<file path="src/rtl/uart_status_flags.sv">
module uart_status_flags #(
  parameter int ADDR_W = 3,
  parameter logic [ADDR_W-1:0] STAT_ADDR = 3'd4,
  parameter logic [ADDR_W-1:0] DATA_ADDR = 3'd7
) (
  input  logic              clk,
  input  logic              rst_n,
  input  logic [ADDR_W-1:0] bus_addr,
  input  logic              bus_rd,
  input  logic              bus_wr,
  output logic [7:0]        rd_data,
  input  logic              tx_space_ok,
  input  logic              tx_idle,
  input  logic              rx_level_ok,
  input  logic              idle_det,
  input  logic              overrun_det,
  input  logic              noise_det,
  input  logic              frame_det,
  input  logic              parity_det,
  input  logic [7:0]        irq_en,
  input  logic [7:0]        dma_sel,
  input  logic [7:0]        dma_done,
  output logic              irq_req,
  output logic [7:0]        dma_req
);
  localparam logic [7:0] TX_MASK = 8'hC0;
  localparam logic [7:0] RX_MASK = 8'h3F;
  localparam logic [7:0] RST_VAL = TX_MASK;

  logic [7:0] flags, armed, set_vec, clr_vec, flags_nx, armed_nx;
  logic stat_rd, data_rd, data_wr;

  assign stat_rd = bus_rd && bus_addr == STAT_ADDR;
  assign data_rd = bus_rd && bus_addr == DATA_ADDR;
  assign data_wr = bus_wr && bus_addr == DATA_ADDR;

  assign set_vec = {tx_space_ok, tx_idle, rx_level_ok, idle_det,
                    overrun_det, noise_det, frame_det, parity_det};

  always_comb begin
    clr_vec = dma_done & dma_sel;
    if (data_rd) clr_vec = clr_vec | (armed & RX_MASK);
    if (data_wr) clr_vec = clr_vec | (armed & TX_MASK);
    flags_nx = (flags & ~clr_vec) | set_vec;
    armed_nx = armed;
    if (stat_rd) armed_nx = armed_nx | flags;
    if (data_rd) armed_nx = armed_nx & ~RX_MASK;
    if (data_wr) armed_nx = armed_nx & ~TX_MASK;
    armed_nx = armed_nx & ~(dma_done & dma_sel) & flags_nx;
  end

  always_ff @(posedge clk) begin
    if (!rst_n) begin
      flags <= RST_VAL;
      armed <= '0;
    end else begin
      flags <= flags_nx;
      armed <= armed_nx;
    end
  end

  assign rd_data = (bus_addr == STAT_ADDR) ? flags : 8'h00;
  assign irq_req = |(flags & irq_en & ~dma_sel);
  assign dma_req = flags & irq_en & dma_sel;
endmodule


</file>
<file path="config.mk">
export PLATFORM = sky130hd
export DESIGN_NAME = uart_status_flags
export DESIGN_NICKNAME = d
export VERILOG_FILES = /design/src/rtl/uart_status_flags.sv
export SDC_FILE = /design/constraint.sdc
export NUM_CORES = 1
export LEC_CHECK = 0
export BUFFER_PORTS_ARGS = -buffer_cell sky130_fd_sc_hd__buf_4
export CORE_MARGIN = 5
export CORE_UTILIZATION = 38
export DETAILED_ROUTE_END_ITERATION = 8
export PLACE_DENSITY = 0.74
export SKIP_LAST_GASP = 1
export SLEW_MARGIN = 30
export SYNTH_ARGS = -nofsm -noshare
export SYNTH_HDL_FRONTEND = slang
export SYNTH_SLANG_ARGS = --single-unit
</file>
<file path="constraint.sdc">
create_clock -name clk -period 1.2 [get_ports clk]
set_clock_uncertainty 0.05 [all_clocks]
set_input_delay 0.24 -clock clk [delete_from_list [all_inputs] [get_ports clk]]
set_output_delay 0.24 -clock clk [all_outputs]
set_load 0.05 [all_outputs]
</file>
==> results.md <==
* Total track usage at 0.203
* Pwr/cell area at 750 mW/mm²
* Flops & latches, synth at 16
* Die H at 60.1 µm
* Largest cells by area after synthesis: dfxtp_1, a221oi_2, nand2_1
* CP Depth at 4
* Cts hold-fix bufs at 0
* Unrepaired setup endpoints after global routing: true
* Slowest stage delay, CP at 0.54 ns
* Final setup viols at 17
* Critical path's slowest cell: or4_4
* Final worst setup slack at -0.600 ns
* Max-cap check violation count at 0
* Fin. max-slew vios at 0
* Post-Syn Area at 953 µm²
* CP cell instances: nand2_2, o22ai_2, or4_4, buf_8
* Critical Path Sink Type: output port
* Register area at 330 µm²
* Worst-margin pin slew at 0.488 ns
* Sw Share at 0.315
* Net Sw Power at 0.438 mW
* Gr ovfl total at 0
* Flop2flop setup slack at 0.05 ns
* Hold Path Class: primary input to flip-flop
* WL/cell at 17.0 µm
* Die span in x at 60.1 µm
* Drt pass-1 iters at 4
* ANT nets after route at 0
* Layout cells sized above 1 at 0.712
* Crit path required time at 0.91 ns
* Final Hold Vio Count at 0
* Via count of the routed design at 1,158
* Total CTS buffers at 3
* CP Launch Type: flip-flop
* Sequential power share at 0.410
* Clock share of power at 0.209
* First-pass GRT wire length at 5.47 mm
* Fmax at 0.555 GHz
* GPL Wtd Cong at 0.827
* Pwr Total at 1.39 mW
* Detail Placement HPWL at 2.54 mm
* Max IR drop VDD at 0.533 mV
* I/O pins at 56
* Commonest non-fill, non-tap cell in the layout: buf_4
* Multi-input logic area at 672 µm²
* Core Box Area at 0.00243 mm²
* # rows at 18
* Clock Tree Root: clkbuf_4
* Post-synth top area share at 0.336
* Failing checks: setup timing
* Final worst path period share at 1.50
* Ant diodes at 0
* Number of buffers and inverters on the critical path at 1
* Worst R2R Start: flags[7]$_SDFF_PN1_
* Post-synthesis cell count at 102
* Clock tree sinks at 16
* Fillers at 148
* H-tree depth at 1
* CP delay by family, top: simple AND/OR/NAND/NOR gates
* Final WL at 3.65 mm
* Initial antenna violation count at 0
* Later-pin clock latency in the skew report at 0.28 ns
* Critical Path Start: flags[0]$_SDFF_PN0_
* Post-layout min period at 1.80 ns
* Reg-to-Reg End: armed[7]$_SDFF_PN0_
* Yosys cell types at 20
* R2R cell count at 5
* Drt drc at 0
* Mean Syn Cell Area at 9.35 µm²
* Synth-to-Final Area Change at 94.9%
* Arr. time, crit path at 1.51 ns
* Run status: finished, violations left
* Worst Setup EP: irq_req
* CP Class: flip-flop to output port
* Initial DRC Count at 40
* Ys Warns at 0
* Nets at 225
* Largest net degree at the start of global routing at 10
* Leak pwr at 0.800 nW
* Clock tree buffer depth at 2
* Port buffer count at 55
* Vias per cell at 5.41
* Clock input transition at the sequential cells of the worst setup and hold paths at 0.10 ns
* Number of global-route vias before repair at 1,236
* Die area at 0.00361 mm²
* Seq/Total Area, Yosys at 0.336
* Relative slew slack at 0.674
* Worst-path fanout max at 2
* Pre-CTS WS at -0.326 ns
* Commonest non-fill, non-tap cells in the layout: buf_4, nand2_1, buf_8, a221oi_2, buf_6
* Internal power at 0.955 mW
* Largest area contributor in the netlist: dfxtp_1
* Starting Density at 0.392
* Syn nets at 141
* Combinational Power Share at 0.381
* CTS tree: yes
[cell usage after synthesis]
library cell  instances
a221oi_2             14
a311o_1               2
and2_1                8
and3_1                8
and4_1                2
and4bb_4              1
buf_4                 1
buf_6                 1
dfxtp_1              16
inv_1                 7
nand2_1              20
nand2b_1              1
nand2b_4              1
nor3b_1               1
o21a_1                6
o21ai_0               1
o21ai_1               6
o21ai_2               1
o22ai_1               4
or4_1                 1
[cell type report]
class / count / share of cell area
inverter: 7 / 0.0141
timing repair buffer: 81 / 0.414
sequential: 16 / 0.178
multi-input combinational: 77 / 0.362
clock buffer: 3 / 0.0121
tap: 30 / 0.0202
[kinds of logic after synthesis]
group | Yosys count | share of synthesized area
simple gates | 43 | 0.256
flops | 16 | 0.336
compound gates | 34 | 0.361
buf+inv | 9 | 0.0473
[worst min path at each step]
stage,startpoint,end,cells after the start
6_report,dma_done[6],armed[6]$_SDFF_PN0_,2
5_1_grt,dma_done[7],armed[7]$_SDFF_PN0_,2
4_1_cts,dma_done[6],armed[6]$_SDFF_PN0_,2
3_5_place_dp,dma_done[6],armed[6]$_SDFF_PN0_,2
3_3_place_gp,dma_done[6],armed[6]$_SDFF_PN0_,2
2_1_floorplan,dma_sel[6],armed[6]$_SDFF_PN0_,1
[registers in the layout (all words and copies together), names as in the netlist]
signal,count
armed,8
flags,8
[metrics by stage]
stage                     TNS [ns]  hold slack, ns  instances  cell area [µm²]  utilization
after global placement       -2.66           0.390        201             1530        0.628
final                        -2.88          0.0835        214             1860        0.764
after CTS                    -2.80          0.0798        210             1790        0.737
after global routing         -3.48          0.0755        214             1860        0.764
after detailed placement     -2.81           0.389        201             1530        0.628
after floorplan             -0.149           0.278        102              976            -
[routing by layer]
| layer | part of all wire | wire length, µm | GRT usage | vias to the layer above |
|---|---|---|---|---|
| met4 | 0.015 | 55 | 0.0759 | 0 |
| met2 | 0.55 | 2000 | 0.383 | 43 |
| met5 | 0 | 0 | 0 | - |
| li1 | - | - | - | 555 |
| met3 | 0.063 | 228 | 0.0367 | 6 |
| met1 | 0.37 | 1360 | 0.220 | 554 |
[power groups by stage]
stage	Clock, mW	Sequential (mW)	Combinational (mW)
finish	0.292	0.571	0.531
detailed placement	0	0.578	0.420
global placement	0	0.577	0.409
global route	0.326	0.574	0.560
CTS	0.301	0.569	0.499
floorplan	0	0.580	0.189
[worst reg2reg max path, delay by kind of cell, from the launching register on]
family | cells | cell delay [ns]
flops | 1 | 0.34
buf+inv | 3 | 0.36
compound gates | 2 | 0.28
[repair_timing]
item / 4_1_cts / 5_1_grt
gates resized for setup: 57 / 13
buffers inserted: 6 / 6
endpoints found under the setup margin: 17 / 17
pin swaps: 4 / 5
hold endpoints to repair: 0 / 0
Note: power is estimated with default switching activity, not from simulation.
